### src/rtl/die_sort_pkg.sv
package die_sort_pkg;

    localparam int NUM_CLASSES = 4;

    typedef enum logic [1:0] {
        CLS_FREE  = 2'd0,
        CLS_SELF  = 2'd1,
        CLS_INTER = 2'd2,
        CLS_IRREP = 2'd3
    } die_class_e;

    typedef enum logic {
        ST_IDLE  = 1'b0,
        ST_JUDGE = 1'b1
    } seq_state_e;

endpackage

### src/rtl/die_class_decide.sv
module die_class_decide
    import die_sort_pkg::*;
#(
    parameter int SPARE_ROWS = 1,
    parameter int SPARE_COLS = 2,
    parameter int RW         = 3,
    parameter int CW         = 4
) (
    input  logic                 fault,
    input  logic                 repaired,
    input  logic                 inter,
    input  logic signed [RW-1:0] row_state,
    input  logic signed [CW-1:0] col_state,
    output die_class_e           cls
);

    localparam int ROW_FLOOR = -SPARE_ROWS;
    localparam int COL_FLOOR = -SPARE_COLS;

    logic out_of_range;

    assign out_of_range = (int'(row_state) < ROW_FLOOR) || (int'(col_state) < COL_FLOOR);

    // Fixed priority: fault flag, then repair flag, then neighbour usage.
    always_comb begin
        if (!fault) begin
            cls = CLS_FREE;
        end else if (!repaired || out_of_range) begin
            cls = CLS_IRREP;
        end else if (inter) begin
            cls = CLS_INTER;
        end else begin
            cls = CLS_SELF;
        end
    end

endmodule

### src/rtl/die_record_table.sv
module die_record_table #(
    parameter int DEPTH = 8,
    parameter int REC_W = 16,
    parameter int IDX_W = 3
) (
    input  logic             clk,
    input  logic             we,
    input  logic [IDX_W-1:0] waddr,
    input  logic [REC_W-1:0] wdata,
    input  logic [IDX_W-1:0] raddr,
    output logic [REC_W-1:0] rdata
);

    logic [REC_W-1:0] mem [DEPTH];

    always_ff @(posedge clk) begin
        if (we) begin
            mem[waddr] <= wdata;
        end
    end

    assign rdata = mem[raddr];

endmodule

### src/rtl/die_class_recorder.sv
module die_class_recorder
    import die_sort_pkg::*;
#(
    parameter  int SPARE_ROWS  = 1,
    parameter  int SPARE_COLS  = 2,
    parameter  int TABLE_DEPTH = 8,
    parameter  int ID_W        = 8,
    parameter  int SCF_W       = 4,
    parameter  int CNT_W       = 8,
    localparam int RW          = $clog2(2*SPARE_ROWS+1) + 1,
    localparam int CW          = $clog2(2*SPARE_COLS+1) + 1,
    localparam int IDX_W       = (TABLE_DEPTH > 1) ? $clog2(TABLE_DEPTH) : 1,
    localparam int OCC_W       = $clog2(TABLE_DEPTH+1)
) (
    input  logic                                  clk,
    input  logic                                  rst_n,
    input  logic                                  in_valid,
    output logic                                  in_ready,
    input  logic [ID_W-1:0]                       in_id,
    input  logic                                  in_fault,
    input  logic                                  in_repaired,
    input  logic                                  in_inter,
    input  logic signed [RW-1:0]                  in_row,
    input  logic signed [CW-1:0]                  in_col,
    input  logic [SCF_W-1:0]                      in_scf,
    input  logic [IDX_W-1:0]                      rd_idx,
    output logic [ID_W-1:0]                       rd_id,
    output logic [1:0]                            rd_class,
    output logic signed [RW-1:0]                  rd_row,
    output logic signed [CW-1:0]                  rd_col,
    output logic [SCF_W-1:0]                      rd_scf,
    output logic [OCC_W-1:0]                      rec_count,
    output logic                                  full,
    output logic [NUM_CLASSES-1:0][CNT_W-1:0]     cnt_by_class
);

    localparam int REC_W = ID_W + 2 + RW + CW + SCF_W;

    seq_state_e state_q, state_d;
    logic       take, commit;

    logic [ID_W-1:0]        cap_id;
    logic                   cap_fault, cap_repaired, cap_inter;
    logic signed [RW-1:0]   cap_row;
    logic signed [CW-1:0]   cap_col;
    logic [SCF_W-1:0]       cap_scf;

    die_class_e             cls_now;
    logic                   store_now;
    logic [OCC_W-1:0]       occ_q;
    logic [NUM_CLASSES-1:0][CNT_W-1:0] cnt_q;

    logic signed [RW-1:0]   keep_row;
    logic signed [CW-1:0]   keep_col;
    logic [SCF_W-1:0]       keep_scf;
    logic [REC_W-1:0]       wr_rec, rd_rec;

    // State register
    always_ff @(posedge clk) begin
        if (!rst_n) begin
            state_q <= ST_IDLE;
        end else begin
            state_q <= state_d;
        end
    end

    // Next state: accept (IDLE->JUDGE), retire (JUDGE->IDLE)
    always_comb begin
        state_d = state_q;
        unique case (state_q)
            ST_IDLE:  state_d = in_valid ? ST_JUDGE : ST_IDLE;
            ST_JUDGE: state_d = ST_IDLE;
            default:  state_d = ST_IDLE;
        endcase
    end

    // State outputs
    always_comb begin
        in_ready = 1'b0;
        take     = 1'b0;
        commit   = 1'b0;
        unique case (state_q)
            ST_IDLE: begin
                in_ready = 1'b1;
                take     = in_valid;
            end
            ST_JUDGE: commit = 1'b1;
            default: ;
        endcase
    end

    // Packet capture
    always_ff @(posedge clk) begin
        if (take) begin
            cap_id       <= in_id;
            cap_fault    <= in_fault;
            cap_repaired <= in_repaired;
            cap_inter    <= in_inter;
            cap_row      <= in_row;
            cap_col      <= in_col;
            cap_scf      <= in_scf;
        end
    end

    die_class_decide #(
        .SPARE_ROWS (SPARE_ROWS),
        .SPARE_COLS (SPARE_COLS),
        .RW         (RW),
        .CW         (CW)
    ) u_decide (
        .fault      (cap_fault),
        .repaired   (cap_repaired),
        .inter      (cap_inter),
        .row_state  (cap_row),
        .col_state  (cap_col),
        .cls        (cls_now)
    );

    assign full      = (occ_q == OCC_W'(TABLE_DEPTH));
    assign store_now = commit && (cls_now != CLS_IRREP) && !full;

    // A fault-free die keeps all its own spares.
    assign keep_row = (cls_now == CLS_FREE) ? RW'(SPARE_ROWS) : cap_row;
    assign keep_col = (cls_now == CLS_FREE) ? CW'(SPARE_COLS) : cap_col;
    assign keep_scf = (cls_now == CLS_FREE) ? '0 : cap_scf;
    assign wr_rec   = {cap_id, cls_now, keep_row, keep_col, keep_scf};

    always_ff @(posedge clk) begin
        if (!rst_n) begin
            occ_q <= '0;
        end else if (store_now) begin
            occ_q <= occ_q + 1'b1;
        end
    end

    always_ff @(posedge clk) begin
        if (!rst_n) begin
            cnt_q <= '0;
        end else if (commit) begin
            for (int c = 0; c < NUM_CLASSES; c++) begin
                if (cls_now == die_class_e'(c)) begin
                    cnt_q[c] <= cnt_q[c] + 1'b1;
                end
            end
        end
    end

    die_record_table #(
        .DEPTH (TABLE_DEPTH),
        .REC_W (REC_W),
        .IDX_W (IDX_W)
    ) u_table (
        .clk   (clk),
        .we    (store_now),
        .waddr (occ_q[IDX_W-1:0]),
        .wdata (wr_rec),
        .raddr (rd_idx),
        .rdata (rd_rec)
    );

    assign {rd_id, rd_class, rd_row, rd_col, rd_scf} = rd_rec;
    assign rec_count    = occ_q;
    assign cnt_by_class = cnt_q;

endmodule

### config.mk
export PLATFORM = sky130hd
export DESIGN_NAME = die_class_recorder
export DESIGN_NICKNAME = d
export VERILOG_FILES = /design/src/rtl/die_sort_pkg.sv /design/src/rtl/die_class_decide.sv /design/src/rtl/die_record_table.sv /design/src/rtl/die_class_recorder.sv
export SDC_FILE = /design/constraint.sdc
export NUM_CORES = 1
export LEC_CHECK = 0
export ABC_AREA = 1
export CAP_MARGIN = 20
export CORE_AREA = 2 2 122 153
export DETAILED_ROUTE_END_ITERATION = 6
export DIE_AREA = 0 0 124 155
export DONT_BUFFER_PORTS = 1
export HOLD_SLACK_MARGIN = 0.12
export PLACE_DENSITY = 0.79
export REMOVE_ABC_BUFFERS = 1
export SLEW_MARGIN = 15
export SYNTH_ARGS = -nofsm -noshare
export SYNTH_HDL_FRONTEND = slang
export SYNTH_SLANG_ARGS = --single-unit
### constraint.sdc
create_clock -name clk -period 4.97 [get_ports clk]
set_input_delay 0 -clock clk [delete_from_list [all_inputs] [get_ports clk]]
set_output_delay 0 -clock clk [all_outputs]
set_load 0.05 [all_outputs]
==> impl_summary.log, run 1 <==
INFO  metric ys_seq_area_share = between 60% and 70%
INFO  metric cts_root_buf = clkbuf_16
INFO  metric launching_element_type_of_the_critical_path = flip-flop
INFO  metric avgViaCountPerCell = roughly 5.4
INFO  metric most-common-layout-cells = edfxtp_1, nand2_1, nor2_1, o21ai_0
INFO  metric min_delay_path_depth = 1
INFO  metric floorplan.core_area = 17900 um^2
INFO  metric floorplan.die_area = 19200 um^2
INFO  metric synth_seq_cells = roughly 230
INFO  metric area_growth = 12.9%
INFO  metric postCtsHoldBufs = 30
INFO  metric synth_cell_types = 33
INFO  metric cts.repair.resized = 0
INFO  metric gp_routability_congestion = around 0.8
INFO  metric report.final.slew_viol_count = 0
INFO  metric post-route-drc-count = 0
INFO  metric synthAdderAreaFrac = less than 1%
INFO  metric critPathArrivalTime = 3.05 ns
INFO  metric hpwlAfterDp = 10500 um
INFO  metric cts_max_level = 1
INFO  metric required = 5.12 ns
INFO  metric synth_top_flop_cell = edfxtp_1
INFO  metric final-setup-viol-count = 0
INFO  metric wirelength = 18900 um
INFO  metric layout-drive-gt1-share = 7.68%
INFO  metric fin_worst_skew = between 0.02 and 0.03 ns
INFO  metric sequential_cell_area = 6450 um^2
INFO  metric tightest_slew = 0.989 ns
INFO  metric unrepaired_setup_endpoints_after_global_routing = false
INFO  metric critical_path.endpoint_type = flip-flop
INFO  metric syn_inst = 876
INFO  metric setup-tns-final = 0 ns
INFO  metric rr_startpoint = rec_count[0]
INFO  metric vias = 6227
INFO  metric synth.mux.area_fraction = 0%
INFO  metric clock_sinks = 227
INFO  metric total_power = slightly below 4 mW
INFO  metric dpl_cell_area = 9620 um^2
INFO  metric worst_r2r_endpoint = u_table.mem[1][7]
INFO  metric grt_pass1_vias = between 5000 and 6000
INFO  metric worst_hold_path_type = input port to flip-flop
INFO  metric initial_utilization = 52.9%
INFO  metric synth-compound-area-share = between 8 and 9%
INFO  metric insertedDiodeCount = 0
INFO  metric synth_area_per_cell = roughly 11 um^2
INFO  metric cts_setup_buffers = 0
INFO  metric grt_max_degree = between 80 and 90
INFO  metric detailedRoute.firstIterationViolations = 477
INFO  metric numCtsBuffers = 23
INFO  metric layout.cells.most_common = edfxtp_1
INFO  metric critPathKind = flip-flop to flip-flop
INFO  metric worstRegToRegCells = 8
INFO  metric die_height = roughly 160 um
INFO  metric hold_end = cap_scf[0]
INFO  metric synthesis.yosys.warnings = 0
INFO  metric cellLeakagePower = 3.76 nW
INFO  metric antenna_found_initial = 0
INFO  metric io_buffer_count = 0
INFO  metric pin_count = 87
INFO  metric clock_path_buffers = 3
INFO  metric mappedNetlistArea = 9460 um^2
INFO  metric postRouteAntennaNets = 0
INFO  metric grt_first_pass_wirelength = 29100 um
INFO  metric final_worst_path_period_need = roughly 2.9 ns
INFO  metric grt_overflow = 0
INFO  metric worst_setup_hold_path_clk_slew = 0.06 ns
INFO  metric finish.net_count = 941
INFO  metric multiInputGateArea = 2620 um^2
INFO  metric r2r_slack = between 2 and 2.5 ns
INFO  metric dieWidth = 124 um
INFO  metric fmax = 0.345 GHz
INFO  metric clock_insertion_delay_worst_skew = 0.51 ns
INFO  metric power-per-cell-area = 372 nW/um^2
INFO  metric synth-simple-area-share = between 15 and 20%
INFO  metric max_cap_violations = 0
INFO  metric path_max_fanout = 21
INFO  metric core.rowCount = 55
INFO  metric synth-async-reset-ratio = 0%
INFO  metric grt_usage = 19.6%
INFO  metric slew-limit-headroom = 33.8%
INFO  metric run_status = complete, no violations
INFO  metric finalHoldViolations = 0
INFO  metric startpoint_of_the_most_critical_hold_path = in_scf[0]
INFO  metric dominant_combinational_cell_family_by_area_after_synthesis = simple AND/OR/NAND/NOR gates
INFO  metric worst_vdd_rail_ir_drop = between 200 and 250 uV
INFO  metric synthXorXnorAreaFrac = about 1.1%
INFO  metric period_share = 58.3%
INFO  metric cts_tree = done
INFO  metric detailedRoute.firstPassIterationCount = 5
INFO  metric number_of_flops_mapped_to_enable_cells_by_yosys = 190
INFO  metric fillerInstances = 1362
INFO  metric drt_wl_cell = roughly 16 um
INFO  metric post-route-cell-area = 10700 um^2
critical path, stage by stage, from the launching register on:
cell	delay (ns)
dfxtp_1	0.84
inv_1	0.15
ha_1	0.23
nand2_1	0.07
nor2_1	0.23
nor2_2	0.33
nand3_1	0.23
nor2_2	0.14
buf_4	0.35
cell usage after synthesis, drive strengths merged, types with 6 or more instances:
library cell  number  area share, %
nand3             34            1.9
nor3               6           0.37
nor2             165            6.8
o21ai            133            7.0
a21oi             29            1.6
nand2            163            6.7
ha                 6           0.79
buf               25            1.9
clkbuf            12           0.48
xor2              10           0.93
edfxtp           190             60
nand4              7           0.78
inv               49            1.9
dfxtp             37            7.8
power breakdown:
group | leakage, nW | internal [mW] | total [mW] | switching (mW)
sequential | 2.03 | 2.09 | 2.12 | 0.0287
clock | 0.344 | 0.953 | 1.63 | 0.676
combinational | 1.38 | 0.0601 | 0.229 | 0.169
total | 3.76 | 3.10 | 3.97 | 0.874
metal layers:
metal / GRT usage, % / wire length (um) / up-vias
met2: 35.5 / 9760 / 240
met5: 0 / 0 / -
met4: 5.99 / 335 / 0
li1: - / - / 3050
met1: 23.1 / 7330 / 2905
met3: 3.92 / 1450 / 32
how the worst max path moves through the flow:
stage	endpoint	depth (start not counted)	from	slack, ns
floorplan	u_table.mem[0][0]	7	rec_count[0]	1.30
global placement	u_table.mem[1][17]	8	rec_count[0]	2.14
detailed placement	u_table.mem[3][17]	8	rec_count[0]	2.06
CTS	u_table.mem[2][7]	8	rec_count[0]	2.06
global route	u_table.mem[2][7]	8	rec_count[0]	1.84
finish	u_table.mem[1][7]	8	rec_count[0]	2.07
area by class of cell:
type	instances	area share [%]
flip-flops and latches	227	60.4
multi-input cells	560	24.5
clock inverters	10	0.809
repair buffers	43	3.80
clock buffers	32	5.99
inverters	52	1.83
well taps	228	2.67
metrics by stage:
stage          hold WS, ns  std cells  setup slack (ns)  util, %
2_1_floorplan       0.0989        839              1.30        -
3_3_place_gp        0.0989       1077              2.14     53.8
3_5_place_dp        0.0989       1077              2.06     53.8
4_1_cts              0.120       1149              2.06     59.5
5_1_grt              0.125       1152              1.84     59.7
6_report             0.125       1152              2.07     59.7
registers in the layout, summed over array words and instances, names as in the netlist:
signal        cells
cap_col           4
cap_fault         1
cap_id            8
cap_inter         1
cap_repaired      1
cap_row           3
cap_scf           4
cnt_by_class     32
rec_count         4
state_q           1
u_table.mem     168
logic make-up after synthesis:
logic type | Yosys count
simple gates | 378
compound gates | 164
fa+ha+maj | 6
buf+inv | 89
flops | 227
xor+xnor | 12
(Power assumes the default switching activity.)
==> run 2: changes to the inputs <==
==> constraint.sdc (replaced) <==
create_clock -name clk -period 2.9 [get_ports clk]
set_input_delay 0 -clock clk [delete_from_list [all_inputs] [get_ports clk]]
set_output_delay 0 -clock clk [all_outputs]
set_load 0.05 [all_outputs]
==> run 2 against run 1 <==
Sequential power up 71%. Sequential share of layout area down 0.11 points. Clock-buffer cell count down 7. Non-clock buffer count down 2. Clock skew down 0.010 ns. Critical path type unchanged. Largest power group unchanged.
==> impl_summary.log, run 2 (same netlist as run 1, synthesis figures left out) <==
INFO  metric cts_tree = done
INFO  metric critical_path.endpoint_type = flip-flop
INFO  metric slew-limit-headroom = 46.3% (+12 points)
INFO  metric postRouteAntennaNets = 0 (unchanged)
INFO  metric wirelength = 19200 um (+1.5%)
INFO  metric grt_max_degree = 86 (unchanged)
INFO  metric cts_max_level = 1 (unchanged)
INFO  metric layout-drive-gt1-share = 8.80% (+1.1 points)
INFO  metric grt_overflow = 0 (unchanged)
INFO  metric grt_first_pass_wirelength = 29900 um (+2.7%)
INFO  metric critical-path-slowest-cell = dfxtp_1
INFO  metric die_height = 155 um (unchanged)
INFO  metric finish.net_count = 939 (-0.21%)
INFO  metric most-common-layout-cells = edfxtp_1, nand2_1, nor2_1, o21ai_0
INFO  metric detailedRoute.firstPassIterationCount = 5 (unchanged)
INFO  metric finalHoldViolations = 0 (unchanged)
INFO  metric worst_setup_hold_path_clk_slew = 0.06 ns (about the same)
INFO  metric path_max_fanout = 21 (unchanged)
INFO  metric fillerInstances = 1380 (+1.3%)
INFO  metric fmax = 0.484 GHz (+40%)
INFO  metric fin_worst_skew = 0.0154 ns (-0.0100 ns)
INFO  metric cts.repair.resized = 0 (unchanged)
INFO  metric period_share = 71.2% (+13 points)
INFO  metric max_cap_violations = 0 (unchanged)
INFO  metric top_register = u_table.mem
INFO  metric floorplan.die_area = 19200 um^2 (unchanged)
INFO  metric hpwlAfterDp = 11300 um (+7.7%)
INFO  metric layout.cells.most_common = edfxtp_1
INFO  metric crit_path_cell_trace = inv_1 -> nor2_2 -> nand3_1 -> nor2_2 -> buf_4
INFO  metric cts_setup_buffers = 0 (unchanged)
INFO  metric numCtsBuffers = 23 (unchanged)
INFO  metric floorplan.core_area = 17900 um^2 (unchanged)
INFO  metric critPathKind = flip-flop to flip-flop
INFO  metric finish.utilization = 59.8% (+0.11 points)
INFO  metric report.final.slew_viol_count = 0 (unchanged)
INFO  metric worst_hold_path_type = input port to flip-flop
INFO  metric postCtsHoldBufs = 24 (-20%)
INFO  metric clock_sinks = 227 (unchanged)
INFO  metric unrepaired_setup_endpoints_after_global_routing = false
INFO  metric clock_insertion_delay_worst_skew = 0.50 ns (about the same)
INFO  metric final-setup-viol-count = 0 (unchanged)
INFO  metric initial_utilization = 52.9% (unchanged)
INFO  metric area_growth = 13.1%
INFO  metric core.rowCount = 55 (unchanged)
INFO  metric insertedDiodeCount = 0 (unchanged)
INFO  metric detailedRoute.firstIterationViolations = 403 (-16%)
INFO  metric drt_wl_cell = 16.7 um (+1.9%)
INFO  metric critPathArrivalTime = 2.22 ns (-0.83 ns)
INFO  metric tightest_slew = 0.805 ns (-0.184 ns)
INFO  metric largest_register_ff_count = 168 (unchanged)
INFO  metric worst_vdd_rail_ir_drop = 423 uV (+100%)
INFO  metric dieWidth = 124 um (unchanged)
INFO  metric final_worst_path_period_need = 2.06 ns (-0.835 ns)
INFO  metric cellLeakagePower = 3.80 nW (+0.97%)
INFO  metric gp_routability_congestion = 0.874 (+8.6%)
INFO  metric grt_usage = 19.8% (+0.21 points)
INFO  metric launching_element_type_of_the_critical_path = flip-flop
INFO  metric post-route-drc-count = 0 (unchanged)
INFO  metric critical_path.max_stage_delay = 0.40 ns (-0.44 ns)
INFO  metric avgViaCountPerCell = 5.43 (+0.54%)
INFO  metric worst_hold_slack_across_all_endpoints = 0.131 ns (+0.00647 ns)
INFO  metric io_buffer_count = 0 (unchanged)
INFO  metric vias = 6239 (+0.19%)
INFO  metric clock_path_buffers = 3 (unchanged)
INFO  metric required = 3.06 ns (-2.06 ns)
INFO  metric cts_root_buf = clkbuf_16
INFO  metric grt_pass1_vias = 6079 (+3.8%)
INFO  metric cpMostUsedCell = nor2_2
INFO  metric power-per-cell-area = 655 nW/um^2 (+76%)
INFO  metric antenna_found_initial = 0 (unchanged)
INFO  metric pin_count = 87 (unchanged)
INFO  metric run_status = complete, no violations
run 2: changes by cell type in the layout (fill, tap and decap cells not counted), moves of 3 or more:
cell	change
dlygate4sd3_1	-9
clkinv_2	+4
clkbuf_8	-3
clkbuf_1	-4
bufinv_16	+3
buf_4	+6
run 2: routing by layer:
metal | part of all wire, % | global-route usage, % | vias up
met1 | 38 | 22.9 | 2949
met4 | 2.1 | 5.62 | 0
li1 | - | - | 3047
met3 | 7.4 | 4.66 | 32
met2 | 52 | 36.1 | 211
met5 | 0 | 0 | -
run 2: path summary, 6_finish.rpt:
| kind | startpoint | to | slack, ns | depth (start not counted) |
|---|---|---|---|---|
| max | state_q | u_table.mem[5][16] | 0.84 | 5 |
| min | in_scf[3] | cap_scf[3] | 0.13 | 1 |
| max reg2reg | state_q | u_table.mem[5][16] | 0.84 | 5 |
| min reg2reg | state_q | state_q | 0.52 | 1 |
run 2: final cells by class:
class	count	area [um^2]	share of cell area (%)
multi-input cells	560	2620	24.5
clock buffers	25	583	5.45
repair buffers	41	380	3.56
clock inverters	15	188	1.75
flip-flops and latches	227	6450	60.3
well taps	228	285	2.67
inverters	52	195	1.82
run 2: per-stage QoR:
step | cell area, um^2 | total power [mW] | instances | setup WS, ns | setup TNS [ns]
after CTS | 10700 | 7.05 | 1148 | 0.823 | 0
after global placement | 9690 | 4.04 | 1084 | 0.914 | 0
after global routing | 10700 | 7.24 | 1148 | 0.720 | 0
final | 10700 | 7.01 | 1148 | 0.835 | 0
after detailed placement | 9690 | 4.05 | 1084 | 0.836 | 0
after floorplan | 9230 | 3.97 | 839 | -0.775 | -71.89
run 2: worst max-delay path: cells and delay by family (launching register included):
family | cells | cell delay, ns
buf+inv | 2 | 0.61
flops | 1 | 0.40
simple gates | 3 | 0.71
run 2: power by group:
part	switching, mW	internal [mW]
Clock	1.18	1.82
Sequential	0.0387	3.58
Combinational	0.296	0.0990
Total	1.52	5.49
==> run 3: changes to the inputs <==
==> constraint.sdc (replaced) <==
create_clock -name clk -period 1.9 [get_ports clk]
set_input_delay 0 -clock clk [delete_from_list [all_inputs] [get_ports clk]]
set_output_delay 0 -clock clk [all_outputs]
set_load 0.05 [all_outputs]
==> run 3 against run 2 <==
Critical path depth is 3 higher. Sequential cell count stayed put. Sequential share of layout area decreased by 2.4 points. Combinational power grew 71%. Largest power group unchanged.
==> impl_summary.log, run 3 (same netlist as run 1, synthesis figures left out) <==
INFO  metric avgViaCountPerCell = 5.47 (+0.68%)
INFO  metric finalHoldViolations = 0 (unchanged)
INFO  metric sequential_cell_area = 6450 um^2 (unchanged)
INFO  metric fillerInstances = 1330 (-3.6%)
INFO  metric cts_root_buf = clkbuf_16
INFO  metric detailedRoute.firstIterationViolations = 549 (+36%)
INFO  metric fin_worst_skew = 0.0196 ns (+0.00421 ns)
INFO  metric period_share = 94.4% (+23 points)
INFO  metric floorplan.die_area = 19200 um^2 (unchanged)
INFO  metric core.rowCount = 55 (unchanged)
INFO  metric clock_path_buffers = 3 (unchanged)
INFO  metric total_power = 10.7 mW (+53%)
INFO  metric grt_max_degree = 86 (unchanged)
INFO  metric slew-limit-headroom = 49.1% (+2.8 points)
INFO  metric largest_register_ff_count = 168 (unchanged)
INFO  metric max_cap_violations = 0 (unchanged)
INFO  metric postRouteAntennaNets = 0 (unchanged)
INFO  metric critPathArrivalTime = 1.98 ns (-0.24 ns)
INFO  metric rr_startpoint = rec_count[0]
INFO  metric report.final.slew_viol_count = 0 (unchanged)
INFO  metric worst_setup_hold_path_clk_slew = 0.06 ns (about the same)
INFO  metric numCtsBuffers = 23 (unchanged)
INFO  metric post-route-drc-count = 0 (unchanged)
INFO  metric clock_insertion_delay_worst_skew = 0.50 ns (about the same)
INFO  metric path_max_fanout = 21 (unchanged)
INFO  metric r2r_slack = 0.11 ns (-0.73 ns)
INFO  metric drt_wl_cell = 17.2 um (+3.3%)
INFO  metric grt_overflow = 0 (unchanged)
INFO  metric critPathKind = flip-flop to flip-flop
INFO  metric top_register = u_table.mem
INFO  metric launching_element_type_of_the_critical_path = flip-flop
INFO  metric worst_hold_slack_across_all_endpoints = 0.134 ns (+0.00289 ns)
INFO  metric cts_max_level = 1 (unchanged)
INFO  metric run_status = complete, no violations
INFO  metric cts_tree = done
INFO  metric min_delay_path_depth = 1 (unchanged)
INFO  metric insertedDiodeCount = 0 (unchanged)
INFO  metric grt_first_pass_wirelength = 31900 um (+6.8%)
INFO  metric floorplan.core_area = 17900 um^2 (unchanged)
INFO  metric area_growth = 17.9%
INFO  metric finish.net_count = 986 (+5.0%)
INFO  metric final-setup-viol-count = 0 (unchanged)
INFO  metric required = 2.09 ns (-0.97 ns)
INFO  metric final_worst_path_period_need = 1.79 ns (-0.272 ns)
INFO  metric grt_usage = 21.3% (+1.6 points)
INFO  metric die_height = 155 um (unchanged)
INFO  metric fmax = 0.558 GHz (+15%)
INFO  metric worst_r2r_endpoint = u_table.mem[4][4]
INFO  metric most-common-layout-cells = edfxtp_1, nand2_1, nor2_1, o21ai_0, buf_4
INFO  metric antenna_found_initial = 0 (unchanged)
INFO  metric pin_count = 87 (unchanged)
INFO  metric worstRegToRegCells = 8 (+3)
INFO  metric vias = 6544 (+4.9%)
INFO  metric worst_hold_path_type = input port to flip-flop
INFO  metric power-per-cell-area = 963 nW/um^2 (+47%)
INFO  metric worst_vdd_rail_ir_drop = 674 uV (+60%)
INFO  metric io_buffer_count = 0 (unchanged)
INFO  metric layout-drive-gt1-share = 13.1% (+4.3 points)
INFO  metric critical_path.endpoint_type = flip-flop
INFO  metric tightest_slew = 0.763 ns (-0.0419 ns)
INFO  metric clock_sinks = 227 (unchanged)
INFO  metric cellLeakagePower = 4.06 nW (+7.0%)
INFO  metric startpoint_of_the_most_critical_hold_path = in_id[6]
INFO  metric dieWidth = 124 um (unchanged)
INFO  metric initial_utilization = 52.9% (unchanged)
INFO  metric layout.cells.most_common = edfxtp_1
INFO  metric gp_routability_congestion = 0.891 (+1.9%)
INFO  metric hold_end = cap_id[6]
INFO  metric hpwlAfterDp = 11900 um (+5.6%)
INFO  metric multiInputGateArea = 2630 um^2 (+0.19%)
INFO  metric grt_pass1_vias = 6416 (+5.5%)
INFO  metric wirelength = 20600 um (+7.6%)
INFO  metric detailedRoute.firstPassIterationCount = 5 (unchanged)
==> run 3: layout make-up <==
| type | instances | area share [%] |
|---|---|---|
| Clock inverter | 10 | 1.12 |
| Inverter | 52 | 1.75 |
| Tap cell | 228 | 2.56 |
| Multi-Input combinational cell | 560 | 23.6 |
| Clock buffer | 31 | 5.79 |
| Timing Repair Buffer | 88 | 7.39 |
| Sequential cell | 227 | 57.8 |
==> run 3: metal layers <==
metal	vias up	track usage [%]	part of all wire (%)
met4	0	7.76	2.9
met3	47	5.17	8.2
met1	3111	24.2	37
li1	3142	-	-
met2	244	38.5	52
met5	-	0	0
==> run 3: how the worst max path moves through the flow <==
stage / startpoint / end / slack, ns / cells after the start
floorplan: rec_count[0] / u_table.mem[0][0] / -1.77 / 7
global placement: cap_row[2] / u_table.mem[4][3] / 0.20 / 6
detailed placement: cap_col[3] / u_table.mem[4][3] / 0.12 / 6
CTS: cap_col[3] / u_table.mem[5][2] / 0.07 / 6
global route: rec_count[0] / u_table.mem[4][4] / -0.01 / 8
finish: rec_count[0] / u_table.mem[4][4] / 0.11 / 8
==> run 3: metrics by stage <==
step / instance area, um^2 / setup WS [ns] / std cells / utilization [%] / TNS [ns]
after global routing: 11100 / -0.0112 / 1196 / 62.3 / -0.184
after detailed placement: 10100 / 0.121 / 1130 / 56.6 / 0
final: 11100 / 0.107 / 1196 / 62.3 / 0
after global placement: 10100 / 0.203 / 1130 / 56.6 / 0
after CTS: 11100 / 0.0713 / 1195 / 62.2 / 0
after floorplan: 9230 / -1.77 / 839 / - / -240.89
==> run 3: worst max-delay path, cell delays in order, from the launching register on <==
cell and delay [ns]:
dfxtp_1 0.33, inv_1 0.06, ha_1 0.19, nand2_1 0.07, nor2_1 0.06, nor2_2 0.16, nand2_2 0.17, nor3_2 0.22
buf_12 0.22
==> run 3: power by group <==
group / leakage [nW] / internal [mW] / total, mW / switching [mW]
sequential: 2.03 / 5.46 / 5.51 / 0.0471
clock: 0.378 / 2.78 / 4.56 / 1.77
combinational: 1.65 / 0.190 / 0.675 / 0.485
==> run 3: what timing repair did <==
| item | CTS | global route |
|---|---|---|
| endpoints found under the hold margin | 79 | 1 |
| endpoints found under the setup margin | 0 | 12 |
| gates resized for setup | 0 | 1 |
| setup buffers | 0 | 0 |
| hold buffers | 24 | 1 |
